### config.mk
export PLATFORM = sky130hd
export DESIGN_NAME = col_token_loader
export DESIGN_NICKNAME = d
export VERILOG_FILES = /design/src/rtl/col_pkg.sv /design/src/rtl/token_chain.sv /design/src/rtl/lane_bank.sv /design/src/rtl/handoff_fsm.sv /design/src/rtl/col_token_loader.sv
export SDC_FILE = /design/constraint.sdc
export NUM_CORES = 1
export LEC_CHECK = 0
export BUFFER_PORTS_ARGS = -buffer_cell sky130_fd_sc_hd__buf_2
export CORE_AREA = 2 2 465 467
export DETAILED_ROUTE_END_ITERATION = 6
export DIE_AREA = 0 0 467 469
export MAX_ROUTING_LAYER = met4
export PLACE_DENSITY = 0.54
export SETUP_SLACK_MARGIN = 0.02
export SLEW_MARGIN = 15
export SYNTH_ARGS = -nofsm -noshare
export SYNTH_HDL_FRONTEND = slang
export SYNTH_SLANG_ARGS = --single-unit
### constraint.sdc
create_clock -name clk_shift -period 1.6 [get_ports clk_shift]
set_clock_uncertainty 0.05 [all_clocks]
set_input_delay 0.08 -clock clk_shift [delete_from_list [all_inputs] [get_ports clk_shift]]
set_output_delay 0.08 -clock clk_shift [all_outputs]
set_load 0.02 [all_outputs]
### src/rtl/col_pkg.sv
package col_pkg;
    typedef enum logic [1:0] {
        ST_IDLE = 2'd0,
        ST_WALK = 2'd1,
        ST_PASS = 2'd2
    } hand_state_t;
endpackage

### src/rtl/token_chain.sv
module token_chain #(
    parameter int CELLS = 64
) (
    input  logic             clk,
    input  logic             rst_n,
    input  logic             dir_right,
    input  logic             tok_in,
    input  logic             le_rise,
    output logic [CELLS-1:0] cap_en,
    output logic             exit_evt,
    output logic             any_next
);
    logic [CELLS-1:0] tok;
    logic [CELLS-1:0] nxt;
    logic             exit_now;

    generate
        for (genvar i = 0; i < CELLS; i++) begin : g_cell
            if (i == 0) begin : g_first
                assign nxt[i] = dir_right ? tok_in : tok[i+1];
            end else if (i == CELLS-1) begin : g_last
                assign nxt[i] = dir_right ? tok[i-1] : tok_in;
            end else begin : g_mid
                assign nxt[i] = dir_right ? tok[i-1] : tok[i+1];
            end
        end
    endgenerate

    assign exit_now = dir_right ? tok[CELLS-1] : tok[0];
    assign exit_evt = exit_now & ~le_rise;
    assign any_next = ~le_rise & (|nxt);
    assign cap_en   = le_rise ? '0 : tok;

    always_ff @(posedge clk or negedge rst_n) begin
        if (!rst_n)       tok <= '0;
        else if (le_rise) tok <= '0;
        else              tok <= nxt;
    end


    le_clear_chk: assert property (@(posedge clk) disable iff (!rst_n)
        le_rise |=> (cap_en == '0));


    tok_conserve_chk: assert property (@(posedge clk) disable iff (!rst_n)
        (!le_rise && !tok_in && !exit_now) |=> ($countones(tok) == $past($countones(tok))));
endmodule

### src/rtl/lane_bank.sv
module lane_bank #(
    parameter int CELLS = 64,
    parameter int LANES = 3,
    parameter int WIDTH = 6
) (
    input  logic                         clk,
    input  logic                         rst_n,
    input  logic [CELLS-1:0]             cap_en,
    input  logic [LANES*WIDTH-1:0]       bus_flat,
    output logic [CELLS*LANES*WIDTH-1:0] line_data
);
    localparam int CELL_BITS = LANES * WIDTH;

    generate
        for (genvar c = 0; c < CELLS; c++) begin : g_cell
            always_ff @(posedge clk or negedge rst_n) begin
                if (!rst_n)
                    line_data[c*CELL_BITS +: CELL_BITS] <= '0;
                else if (cap_en[c])
                    line_data[c*CELL_BITS +: CELL_BITS] <= bus_flat;
            end
        end
    endgenerate


    hold_chk: assert property (@(posedge clk) disable iff (!rst_n)
        (cap_en == '0) |=> $stable(line_data));
endmodule

### src/rtl/handoff_fsm.sv
module handoff_fsm
    import col_pkg::*;
(
    input  logic clk,
    input  logic rst_n,
    input  logic le_rise,
    input  logic exit_evt,
    input  logic any_next,
    output logic pass
);
    hand_state_t state, state_nxt;

    always_ff @(posedge clk or negedge rst_n) begin
        if (!rst_n) state <= ST_IDLE;
        else        state <= state_nxt;
    end

    always_comb begin
        state_nxt = state;
        if (le_rise) begin
            state_nxt = ST_IDLE;
        end else begin
            unique case (state)
                ST_IDLE: if (any_next) state_nxt = ST_WALK;
                ST_WALK: begin
                    if (exit_evt)      state_nxt = ST_PASS;
                    else if (!any_next) state_nxt = ST_IDLE;
                end
                ST_PASS: begin
                    if (exit_evt)      state_nxt = ST_PASS;
                    else if (any_next) state_nxt = ST_WALK;
                    else               state_nxt = ST_IDLE;
                end
                default: state_nxt = ST_IDLE;
            endcase
        end
    end

    always_comb begin
        pass = (state == ST_PASS);
    end


    handoff_chk: assert property (@(posedge clk) disable iff (!rst_n)
        exit_evt |=> (state == ST_PASS));
endmodule

### src/rtl/col_token_loader.sv
module col_token_loader #(
    parameter int CELLS = 64,
    parameter int LANES = 3,
    parameter int WIDTH = 6
) (
    input  logic                         clk_shift,
    input  logic                         rst_n,
    input  logic                         dir_right,
    input  logic                         lt_in,
    output logic                         lt_out,
    output logic                         lt_oe,
    input  logic                         rt_in,
    output logic                         rt_out,
    output logic                         rt_oe,
    input  logic [WIDTH-1:0]             bus_a,
    input  logic [WIDTH-1:0]             bus_b,
    input  logic [WIDTH-1:0]             bus_c,
    input  logic                         latch_en,
    output logic [CELLS*LANES*WIDTH-1:0] line_data
);
    logic                   le_q;
    logic                   le_rise;
    logic                   tok_in;
    logic [CELLS-1:0]       cap_en;
    logic                   exit_evt;
    logic                   any_next;
    logic                   pass;
    logic [LANES*WIDTH-1:0] bus_flat;

    always_ff @(posedge clk_shift or negedge rst_n) begin
        if (!rst_n) le_q <= 1'b0;
        else        le_q <= latch_en;
    end

    assign le_rise  = latch_en & ~le_q;
    assign tok_in   = dir_right ? lt_in : rt_in;
    assign bus_flat = {bus_c, bus_b, bus_a};

    token_chain #(.CELLS(CELLS)) u_chain (
        .clk(clk_shift), .rst_n(rst_n), .dir_right(dir_right), .tok_in(tok_in),
        .le_rise(le_rise), .cap_en(cap_en), .exit_evt(exit_evt), .any_next(any_next)
    );

    lane_bank #(.CELLS(CELLS), .LANES(LANES), .WIDTH(WIDTH)) u_bank (
        .clk(clk_shift), .rst_n(rst_n), .cap_en(cap_en),
        .bus_flat(bus_flat), .line_data(line_data)
    );

    handoff_fsm u_fsm (
        .clk(clk_shift), .rst_n(rst_n), .le_rise(le_rise),
        .exit_evt(exit_evt), .any_next(any_next), .pass(pass)
    );

    assign lt_oe  = ~dir_right;
    assign rt_oe  = dir_right;
    assign lt_out = ~dir_right & pass;
    assign rt_out = dir_right & pass;


    pin_role_chk: assert property (@(posedge clk_shift) disable iff (!rst_n)
        !(lt_oe && rt_oe) && !(lt_out && !lt_oe) && !(rt_out && !rt_oe));
endmodule

## Word level (Yosys, flattened, before mapping)

Cells that the tools add are included.

| storage, ports and cells | value |
|---|---|
| input bits | 24 |
| output and inout port bits | 1,156 |
| bits in latches | 0 |
| memory bits (read-only) | 0 |
| flip-flop bits (word level) | 1,219 |
| logic and storage cells | 157 |
| memories kept | 0 |
| memory bits (writable) | 0 |

| operators by class | value |
|---|---|
| magnitude comparators | 0 |
| add/sub/neg operators | 0 |
| multiplexer cells | 75 |
| shift-type cells | 0 |
| eq/ne operators | 4 |
| $mul | 0 |
| divide/modulo/power cells | 0 |
| reduce and logical (&&, ||, !) cells | 3 |
| bitwise gates (word level) | 8 |

Operator list:

| kind | count |
|---|---|
| 64-bit 2-to-1 mux | 2 |
| 1-bit 2-to-1 mux | 67 |
| 64-bit OR reduction | 1 |
| 2-bit 2-to-1 mux | 5 |
| 2-bit case mux with 3 select lines | 1 |
| 1-bit bitwise AND | 5 |
| 4-bit inequality test, second input constant | 1 |
| 3-bit by 2-bit inequality test with 1-bit output, second input constant | 1 |
| 1-bit inverter | 3 |
| 2-bit by 1-bit equality test with 1-bit output, second input constant | 1 |
| 2-bit equality test, second input constant | 1 |
| 2-bit logical NOT | 1 |
| 2-bit AND reduction | 1 |

## Depth between registers and ports, before layout

Gate-level depths: netlist of the first run.

| depth | value |
|---|---|
| depth in word-level cells | 8 |
| mapped depth | 6 |
| mapped depth without buffers | 4 |

## Hierarchy

A second synthesis of the first run with hierarchy kept.

| second synthesis, totals | value |
|---|---|
| cell total of the unflattened synthesis | 2,899 |
| area, all modules | 48,169.9 um^2 |

By module, submodules not included:

| module | cells each | sequential area each (um^2) | area each (um^2) | instances |
|---|---|---|---|---|
| lane_bank | 2,558 | 28,827.6 | 44,714.1 | 1 |
| token_chain | 327 | 1,601.5 | 3,285.7 | 1 |
| handoff_fsm | 7 | 50.0 | 96.3 | 1 |
| col_token_loader | 7 | 25.0 | 73.8 | 1 |

## Least setup slack after synthesis of the first run

Ideal clock, no wire load.

| timing | value |
|---|---|
| path kind | reg2reg |
| start point | register le_q |
| end point | register u_bank.line_data[1000] |
| required time | 1,425 ps |
| path slack | 55 ps |
| clock period less this slack | 1,545 ps |
| data arrival time | 1,370 ps |
| buffers on the path | 3 |
| cell stages (with the launch flop) | 7 |
| library setup time | 125 ps |
| cells stage by stage | dfrtp_1 nand2b_4 buf_12 buf_12 nand2_8 buf_12 mux2_4 |

| between the ends | value |
|---|---|
| longest elaborated chain between the ends | 3 |

Ends and longest elaborated chain:

| element | line | RTL |
|---|---|---|
| from (decl) | col_token_loader.sv:21 | `logic le_q;` |
| from (signal assigned) | col_token_loader.sv:32 | `else le_q <= latch_en;` |
| 1-bit inverter | col_token_loader.sv:35 | `assign le_rise = latch_en & ~le_q;` |
| 1-bit bitwise AND | col_token_loader.sv:35 |  |
| 64-bit 2-to-1 mux | token_chain.sv:32 | `assign cap_en = le_rise ? '0 : tok;` |
| to (signal, indexed assignment) | lane_bank.sv:20 | `line_data[c*CELL_BITS +: CELL_BITS] <= bus_flat;` |
| to (decl) | lane_bank.sv:10 | `output logic [CELLS*LANES*WIDTH-1:0] line_data` |

Every way passes these cells.
A chain may end at the register's enable or synchronous reset.

## Worst setup path in the final report of the first run

| timing | value |
|---|---|
| start point | register le_q |
| end point | register u_bank.line_data[1090] |

The elaborated chain is that of the path after synthesis.

==> Flow_metrics.wiki, run 1 <==
{| class="wikitable"
! Metric !! Value
|-
| Delay contributed by the slowest stage of the critical path || 0.39 ns
|-
| Final count of negative-setup-slack endpoints || 1114
|-
| Most repeated library cell on the critical path || sky130_fd_sc_hd__buf_12
|-
| Tcrit/Tclk final || 118%
|-
| Net switching power of the design || 20.9 mW
|-
| Worst ir drop on vdd || roughly 0.0011 V
|-
| Number of iterations in the first detailed-routing pass || 5
|-
| Cells after DPL || 6843
|-
| Top fanout value on the critical path || 7
|-
| Final weighted congestion in routability-driven placement || ~0.8
|-
| Minimum clock period || 1.89 ns
|-
| Required time at the endpoint of the critical path || 2.25 ns
|-
| Post-detailed-route via-to-cell ratio || 4.35
|-
| Floorplan die width || ~470 µm
|-
| Synthesized-area fraction occupied by and/or/nand/nor cells || 3.49%
|-
| Core footprint || 214000 µm²
|-
| Clock Sink Count || between 1000 and 1500
|-
| I/O pin total || about 1200
|-
| Syn Area/Cell || about 18 µm²
|-
| Number of DRC markers after the initial detailed-route iteration || 2045
|-
| Total count of hold-check failures in the final report || 0
|-
| Main combinational cell family by area after synthesis || multiplexers
|-
| Worst endpoint data arrival time || 2.53 ns
|-
| Cell with the largest stage delay on the worst path || sky130_fd_sc_hd__dfrtp_1
|-
| Number of routed nets with antenna violations || 0
|-
| Top library cells by usage in the layout, fill and taps aside || sky130_fd_sc_hd__dfrtp_1, sky130_fd_sc_hd__buf_2, sky130_fd_sc_hd__mux2_4
|-
| Via total after detailed routing || 32100
|-
| Logic depth of the worst register-to-register path || 7
|-
| Number of cell rows || 170
|-
| Power per Cell Area || 1070 nW/µm²
|-
| Number of warnings issued by yosys || 0
|-
| Synthesized-area fraction occupied by xor and xnor cells || 0.0175%
|-
| Total half-perimeter wirelength after legalization and detailed placement || 129000 µm
|-
| Area occupied by multi-input gates || around 21000 µm²
|-
| Number of nets at the end of the flow || 4446
|-
| Clock transition at path regs || around 0.06 ns
|-
| Setup CP Type || flop to flop
|-
| Effective utilization at floorplan || 23.4%
|-
| Run status || complete, but fails checks
|-
| Detailed-route DRC error count || 0
|-
| Cells along the critical path || buf_6 -> nand2b_4 -> buf_12 -> buf_16 -> buf_12 -> nand2_8 -> mux2_4
|-
| Synth Cell Area || 50100 µm²
|-
| Deepest clock path buffer count || 3
|-
| Filler cells || 20900
|-
| Leading cell type in the layout, fill and taps excluded || sky130_fd_sc_hd__dfrtp_1
|-
| Area of all placed cells without fillers || 71100 µm²
|-
| Share of synthesized area spent on multiplexers || a little under a third
|-
| Violations in the final reports || setup timing
|-
| Synthesized-area fraction occupied by ao, oa, aoi and oai cells || 0.0799%
|-
| Count of input and output buffers || around 1200
|-
| Count of unique library cells instantiated by Yosys || 27
|-
| Combinational Power Share || 12.7%
|-
| Maximum number of pins on one net before global-route repair || 89
|-
| Clock insertion delay at the later pin of the skew report || 0.81 ns
|-
| Min-delay worst type || input port to async pin
|-
| Gate count of the mapped netlist || between 2000 and 3000
|-
| Adder-cell share of the synthesized area || 0%
|-
| Slack of the critical path || -0.285 ns
|-
| Part of the total power dissipated in sequential elements || a little over two fifths
|-
| CTS HTree Levels || 4
|-
| Count of final max-slew check failures || 0
|-
| CTS root buf || sky130_fd_sc_hd__clkbuf_16
|-
| DRT Wirelength || 222000 µm
|-
| Number of global-route vias before repair || 32800
|-
| Number of maximum-capacitance constraint violations || 0
|-
| Total clock buffers created by CTS || 142
|-
| Post-detailed-route wirelength per cell || 30.2 µm
|-
| Area taken by flip-flops and latches || 30500 µm²
|-
| Type of destination of the critical path || flop
|-
| Placed Area || 60200 µm²
|-
| Setup repair after global routing missed its margin || yes
|-
| Slew at the pin closest to its max-slew limit || 0.868 ns
|-
| Area delta synth->final || 41.9%
|-
| Switching fraction of total power || 27.5%
|-
| Top cells by area, synth || sky130_fd_sc_hd__dfrtp_1, sky130_fd_sc_hd__mux2_4, sky130_fd_sc_hd__mux2_2
|-
| Smallest hold slack || 0.0813 ns
|-
| CP Launch Type || flop
|-
| Share of power burned in the clock network || roughly 44%
|-
| Cell accounting for the most synthesized area || sky130_fd_sc_hd__dfrtp_1
|-
| Layout cell share with drive strength beyond 1 || about two thirds
|-
| Flop and latch count out of synthesis || 1219
|-
| Proportion of netlist area held by the largest area contributor || between 60% and 70%
|-
| Number of antenna violations at the first check in global routing || 17
|-
| Pint || approximately 55 mW
|-
| Static Leakage || 39.6 nW
|-
| Proportion of synthesized chip area in sequential cells || 60.9%
|-
| Wire length of the first global-routing pass || 280000 µm
|-
| Total overflow reported by the global router || 0
|-
| Total global routing track utilization || 18.9%
|-
| Max frequency || 0.530 GHz
|-
| Headroom to the max-slew limit || a little over two fifths
|-
| Full die area || 219000 µm²
|-
| CTS tree || done
|-
| Final std cells w/o fill || 7371
|-
| Synth Net Count || 2859
|-
| Die outline height || 469 µm
|}
==> registers in the layout, summed over array words and instances (netlist names) <==
signal and cells:
u_fsm.state 2, u_chain.tok 64, u_bank.line_data 1152, le_q 1
==> power groups by stage <==
stage | Combinational [mW] | Sequential (mW) | Clock (mW)
floorplan | 2.44 | 35.5 | 0
global placement | 8.37 | 33.7 | 0
detailed placement | 8.39 | 33.7 | 0
CTS | 9.43 | 33.2 | 34.1
global route | 10.2 | 33.4 | 35.4
finish | 9.64 | 33.2 | 33.2
==> worst paths after layout <==
kind	startpoint	to	slack, ns
worst max-delay path	le_q$_DFF_PN0_	u_bank.line_data[1090]$_DFFE_PN0P_	-0.29
worst min-delay path	rst_n	u_bank.line_data[104]$_DFFE_PN0P_	0.08
worst max register to register	le_q$_DFF_PN0_	u_bank.line_data[1090]$_DFFE_PN0P_	-0.29
worst min register to register	u_bank.line_data[344]$_DFFE_PN0P_	u_bank.line_data[344]$_DFFE_PN0P_	0.45
max in group asynchronous	rst_n	u_bank.line_data[807]$_DFFE_PN0P_	0.85
min in group clk_shift	dir_right	u_fsm.state[0]$_DFFE_PN0P_	0.11
==> through the flow <==
stage / utilization (%) / power [mW] / worst slack, ns / setup TNS [ns]
after detailed placement: 28.2 / 42.1 / -0.258 / -166.09
after floorplan: - / 37.9 / 0.0553 / 0
final: 33.3 / 76.1 / -0.285 / -150.93
after global placement: 28.2 / 42.0 / -0.255 / -163.01
after CTS: 32.2 / 76.8 / -0.321 / -182.89
after global routing: 33.3 / 78.9 / -0.327 / -205.55
==> synthesized netlist by cell type <==
library cell	n
sky130_fd_sc_hd__a221oi_1	1
sky130_fd_sc_hd__a22oi_1	2
sky130_fd_sc_hd__a311oi_1	1
sky130_fd_sc_hd__and2b_2	1
sky130_fd_sc_hd__buf_1	18
sky130_fd_sc_hd__buf_12	67
sky130_fd_sc_hd__buf_2	6
sky130_fd_sc_hd__buf_4	7
sky130_fd_sc_hd__clkbuf_1	115
sky130_fd_sc_hd__dfrtp_1	1219
sky130_fd_sc_hd__inv_1	2
sky130_fd_sc_hd__mux2_2	552
sky130_fd_sc_hd__mux2_4	600
sky130_fd_sc_hd__mux2i_1	65
sky130_fd_sc_hd__nand2_1	3
sky130_fd_sc_hd__nand2_2	4
sky130_fd_sc_hd__nand2_8	60
sky130_fd_sc_hd__nand2b_4	1
sky130_fd_sc_hd__nand3_1	7
sky130_fd_sc_hd__nand4_1	4
sky130_fd_sc_hd__nor2_1	72
sky130_fd_sc_hd__nor3_1	10
sky130_fd_sc_hd__nor3b_1	1
sky130_fd_sc_hd__nor4_1	12
sky130_fd_sc_hd__nor4b_1	3
sky130_fd_sc_hd__o21a_1	1
sky130_fd_sc_hd__xnor2_1	1
==> what timing repair did <==
| item | 4_1_cts | 5_1_grt |
|---|---|---|
| setup buffers | 58 | 45 |
| endpoints found under the setup margin | 1341 | 1263 |
| pin swaps | 42 | 25 |
| cloned | 92 | 49 |
| endpoints found under the hold margin | 2156 | 0 |
| resized for setup | 297 | 267 |
| hold buffers | 36 | 0 |
==> kinds of logic after synthesis <==
kind of cell	Yosys count
xor gates and xnor gates	1
buffers and inverters	215
AOI/OAI and AO/OA	5
and+or+nand+nor	178
muxes	1217
DFF	1219
==> layout make-up <==
cell class,instances,share of cell area (%)
Sequential cell,1219,42.9
Antenna cell,4,0.0141
Clock buffer,212,5.93
Inverter,2,0.0106
Timing Repair Buffer,1540,15.6
Multi-Input combinational cell,1517,29.8
Tap cell,2838,4.99
Clock inverter,39,0.734
==> worst max-delay path: cells and delay by family (launching register included) <==
family | cells | cell delay, ns
multiplexers | 1 | 0.31
buffers and inverters | 4 | 0.64
flip-flops | 1 | 0.39
AND/OR/NAND/NOR | 2 | 0.35
==> routing by layer <==
layer  up-vias  wire, µm  global-route usage (%)
li1      13300         -                       -
met1     17100     95900                    23.9
met2      1402    104000                    29.5
met3       294     16200                    4.96
met4         0      6000                    6.02
met5         -         0                       -
No activity file was read; power rests on OpenSTA's default activity.
==> run 2, diff against run 1 <==
--- a/config.mk
+++ b/config.mk
@@ -10,7 +10,7 @@
 export DETAILED_ROUTE_END_ITERATION = 6
 export DIE_AREA = 0 0 467 469
 export MAX_ROUTING_LAYER = met4
-export PLACE_DENSITY = 0.54
+export PLACE_DENSITY = 0.52
 export SETUP_SLACK_MARGIN = 0.02
 export SLEW_MARGIN = 15
 export SYNTH_ARGS = -nofsm -noshare
==> constraint.sdc (replaced) <==
create_clock -name clk_shift -period 2.15 [get_ports clk_shift]
set_clock_uncertainty 0.05 [all_clocks]
set_input_delay 0.1075 -clock clk_shift [delete_from_list [all_inputs] [get_ports clk_shift]]
set_output_delay 0.1075 -clock clk_shift [all_outputs]
set_load 0.02 [all_outputs]
==> run 2 against run 1 <==
Total power down 27%. Worst hold slack better by 0.024 ns. Global-route usage down 2.0 points. Sequential cell count unchanged. The flow now finishes without violations. Sequential share of layout area up 4.5 points. Clock-buffer cell count down 12. Worst setup slack better by 0.58 ns. Largest power group is now clock. Utilization down 3.2 points.
==> Flow_metrics.wiki, run 2 (synthesis results as in run 1) <==
{| class="wikitable"
! Metric !! Value
|-
| Run status || complete, no violations
|-
| Top fanout value on the critical path || 17 (+10)
|-
| Total Power || 55.8 mW (-27%)
|-
| Wire length of the first global-routing pass || 255000 µm (-9.0%)
|-
| Post-cts sizing count || 0 (-100%)
|-
| Effective utilization at floorplan || 23.4% (unchanged)
|-
| Static Leakage || 36.3 nW (-8.3%)
|-
| Die outline height || 469 µm (unchanged)
|-
| Regs by FF count || u_bank.line_data (1152), u_chain.tok (64), u_fsm.state (2)
|-
| Total global routing track utilization || 17.0% (-2.0 points)
|-
| Deepest clock path buffer count || 3 (unchanged)
|-
| Count of final max-slew check failures || 0 (unchanged)
|-
| Floorplan die width || 467 µm (unchanged)
|-
| Number of antenna violations at the first check in global routing || 10 (-7)
|-
| Final std cells w/o fill || 7044 (-4.4%)
|-
| Hold buffers post-CTS || 26 (-28%)
|-
| Number of iterations in the first detailed-routing pass || 5 (unchanged)
|-
| Top library cells by usage in the layout, fill and taps aside || sky130_fd_sc_hd__dfrtp_1, sky130_fd_sc_hd__buf_2, sky130_fd_sc_hd__mux2_4
|-
| Cells after DPL || 6749 (-1.4%)
|-
| Net switching power of the design || 14.8 mW (-29%)
|-
| Slew at the pin closest to its max-slew limit || 1.15 ns (+0.281 ns)
|-
| Clock insertion delay at the later pin of the skew report || 0.78 ns (-0.03 ns)
|-
| Required time at the endpoint of the critical path || 2.77 ns (+0.52 ns)
|-
| Worst endpoint data arrival time || 2.47 ns (-0.06 ns)
|-
| DRT Wirelength || 186000 µm (-16%)
|-
| Share of power burned in the clock network || 44.8% (+1.1 points)
|-
| Clock Sink Count || 1219 (unchanged)
|-
| Total count of hold-check failures in the final report || 0 (unchanged)
|-
| Count of input and output buffers || 1179 (unchanged)
|-
| Full die area || 219000 µm² (unchanged)
|-
| CTS HTree Levels || 4 (unchanged)
|-
| Maximum number of pins on one net before global-route repair || 73 (-18%)
|-
| Final weighted congestion in routability-driven placement || 0.782 (-2.1%)
|-
| Minimum clock period || 1.86 ns
|-
| Detailed-route DRC error count || 0 (unchanged)
|-
| Area delta synth->final || 28.4%
|-
| Register ranked first by flip-flop count || u_bank.line_data
|-
| Type of destination of the critical path || flop
|-
| Leading cell type in the layout, fill and taps excluded || sky130_fd_sc_hd__dfrtp_1
|-
| Worst ir drop on vdd || 0.000795 V (-28%)
|-
| Post-detailed-route via-to-cell ratio || 4.19 (-3.6%)
|-
| Total clock buffers created by CTS || 144 (+1.4%)
|-
| Number of global-route vias before repair || 31100 (-5.2%)
|-
| Number of maximum-capacitance constraint violations || 0 (unchanged)
|-
| Area of all placed cells without fillers || 64300 µm² (-9.5%)
|-
| Part of the total power dissipated in sequential elements || 44.3% (+0.6 points)
|-
| Aggregate negative setup slack || 0 ns (+150.93 ns)
|-
| Combinational Power Share || 11.0% (-1.7 points)
|-
| CTS tree || done
|-
| Post-detailed-route wirelength per cell || 26.4 µm (-12%)
|-
| Number of cell rows || 170 (unchanged)
|-
| Layout cell share with drive strength beyond 1 || 65.3% (-2.5 points)
|-
| Min-delay worst type || input port to flop
|-
| Switching fraction of total power || 26.5% (-0.96 points)
|-
| CP Launch Type || input port
|-
| Final count of negative-setup-slack endpoints || 0 (-100%)
|-
| Number of DRC markers after the initial detailed-route iteration || 1511 (-26%)
|-
| Setup CP Type || input port to flop
|-
| Via total after detailed routing || 29500 (-7.9%)
|-
| Clock transition at path regs || 0.05 ns (about the same)
|-
| Tcrit/Tclk final || 86.4%
|-
| Power per Cell Area || 867 nW/µm² (-19%)
|-
| Max frequency || 0.538 GHz
|-
| Setup repair after global routing missed its margin || no
|-
| Core footprint || 214000 µm² (unchanged)
|-
| I/O pin total || 1180 (unchanged)
|-
| Headroom to the max-slew limit || 23.4% (-19 points)
|-
| Number of routed nets with antenna violations || 0 (unchanged)
|-
| Number of nets at the end of the flow || 4107 (-7.6%)
|-
| Post-CTS Repair Setup Buffers || 0 (-100%)
|-
| Flip-flop count of the largest register after layout || 1152 (unchanged)
|-
| Total overflow reported by the global router || 0 (unchanged)
|-
| Pint || 41.0 mW (-26%)
|-
| Placed Area || 59200 µm² (-1.7%)
|-
| Total half-perimeter wirelength after legalization and detailed placement || 125000 µm (-3.6%)
|-
| CTS root buf || sky130_fd_sc_hd__clkbuf_16
|}
-- run 2: path summary, 6_finish.rpt --
path                                                    from                                 to  slack [ns]  depth (start not counted)
setup reg to reg                   u_chain.tok[28]$_DFF_PN0_         u_fsm.state[0]$_DFFE_PN0P_        0.33                          4
min in group asynchronous                              rst_n  u_bank.line_data[369]$_DFFE_PN0P_        0.23                          3
setup / recovery                                   dir_right         u_fsm.state[0]$_DFFE_PN0P_        0.29                          6
hold / removal                                     dir_right         u_fsm.state[0]$_DFFE_PN0P_        0.10                          5
hold reg to reg            u_bank.line_data[769]$_DFFE_PN0P_  u_bank.line_data[769]$_DFFE_PN0P_        0.45                          1
max in group asynchronous                              rst_n   u_bank.line_data[62]$_DFFE_PN0P_        1.26                          3
-- run 2: worst max-delay path, stage by stage --
cell	delay (ns)
sky130_fd_sc_hd__buf_4	0.14
sky130_fd_sc_hd__dlygate4sd3_1	1.31
sky130_fd_sc_hd__mux2i_1	0.38
sky130_fd_sc_hd__nor2_1	0.07
sky130_fd_sc_hd__o21a_1	0.18
sky130_fd_sc_hd__a311oi_1	0.27
-- run 2: routing by layer --
layer | up-vias | global-route usage [%] | wire (µm)
met5 | - | - | 0
met4 | 0 | 6.44 | 6320
met3 | 258 | 4.89 | 14200
met2 | 1179 | 26.2 | 86400
met1 | 15600 | 21.0 | 79100
li1 | 12500 | - | -
-- run 2: power groups by stage --
stage | Combinational [mW] | Sequential [mW] | Clock (mW)
global placement | 6.17 | 25.0 | 0
detailed placement | 6.18 | 25.0 | 0
floorplan | 1.81 | 26.4 | 0
global route | 6.51 | 24.8 | 26.7
CTS | 6.23 | 24.7 | 25.7
finish | 6.11 | 24.7 | 25.0
-- run 2: area by class of cell --
cell class,count,area (µm²)
diodes,12,30.0
clock buffers,200,4160
clock inverters,57,667
fillers,21500,149000
inverters,2,7.51
multi-input cells,1401,17700
flip-flops and latches,1219,30500
well taps,2838,3550
repair buffers,1315,7730
-- run 2: per-stage QoR --
stage / util [%] / worst slack (ns) / hold slack [ns]
global route: 30.1 / 0.187 / 0.0724
CTS: 30.1 / 0.230 / 0.0178
detailed placement: 27.7 / 0.290 / 0.0937
finish: 30.1 / 0.293 / 0.105
global placement: 27.7 / 0.307 / 0.0847
floorplan: - / 0.605 / -0.238
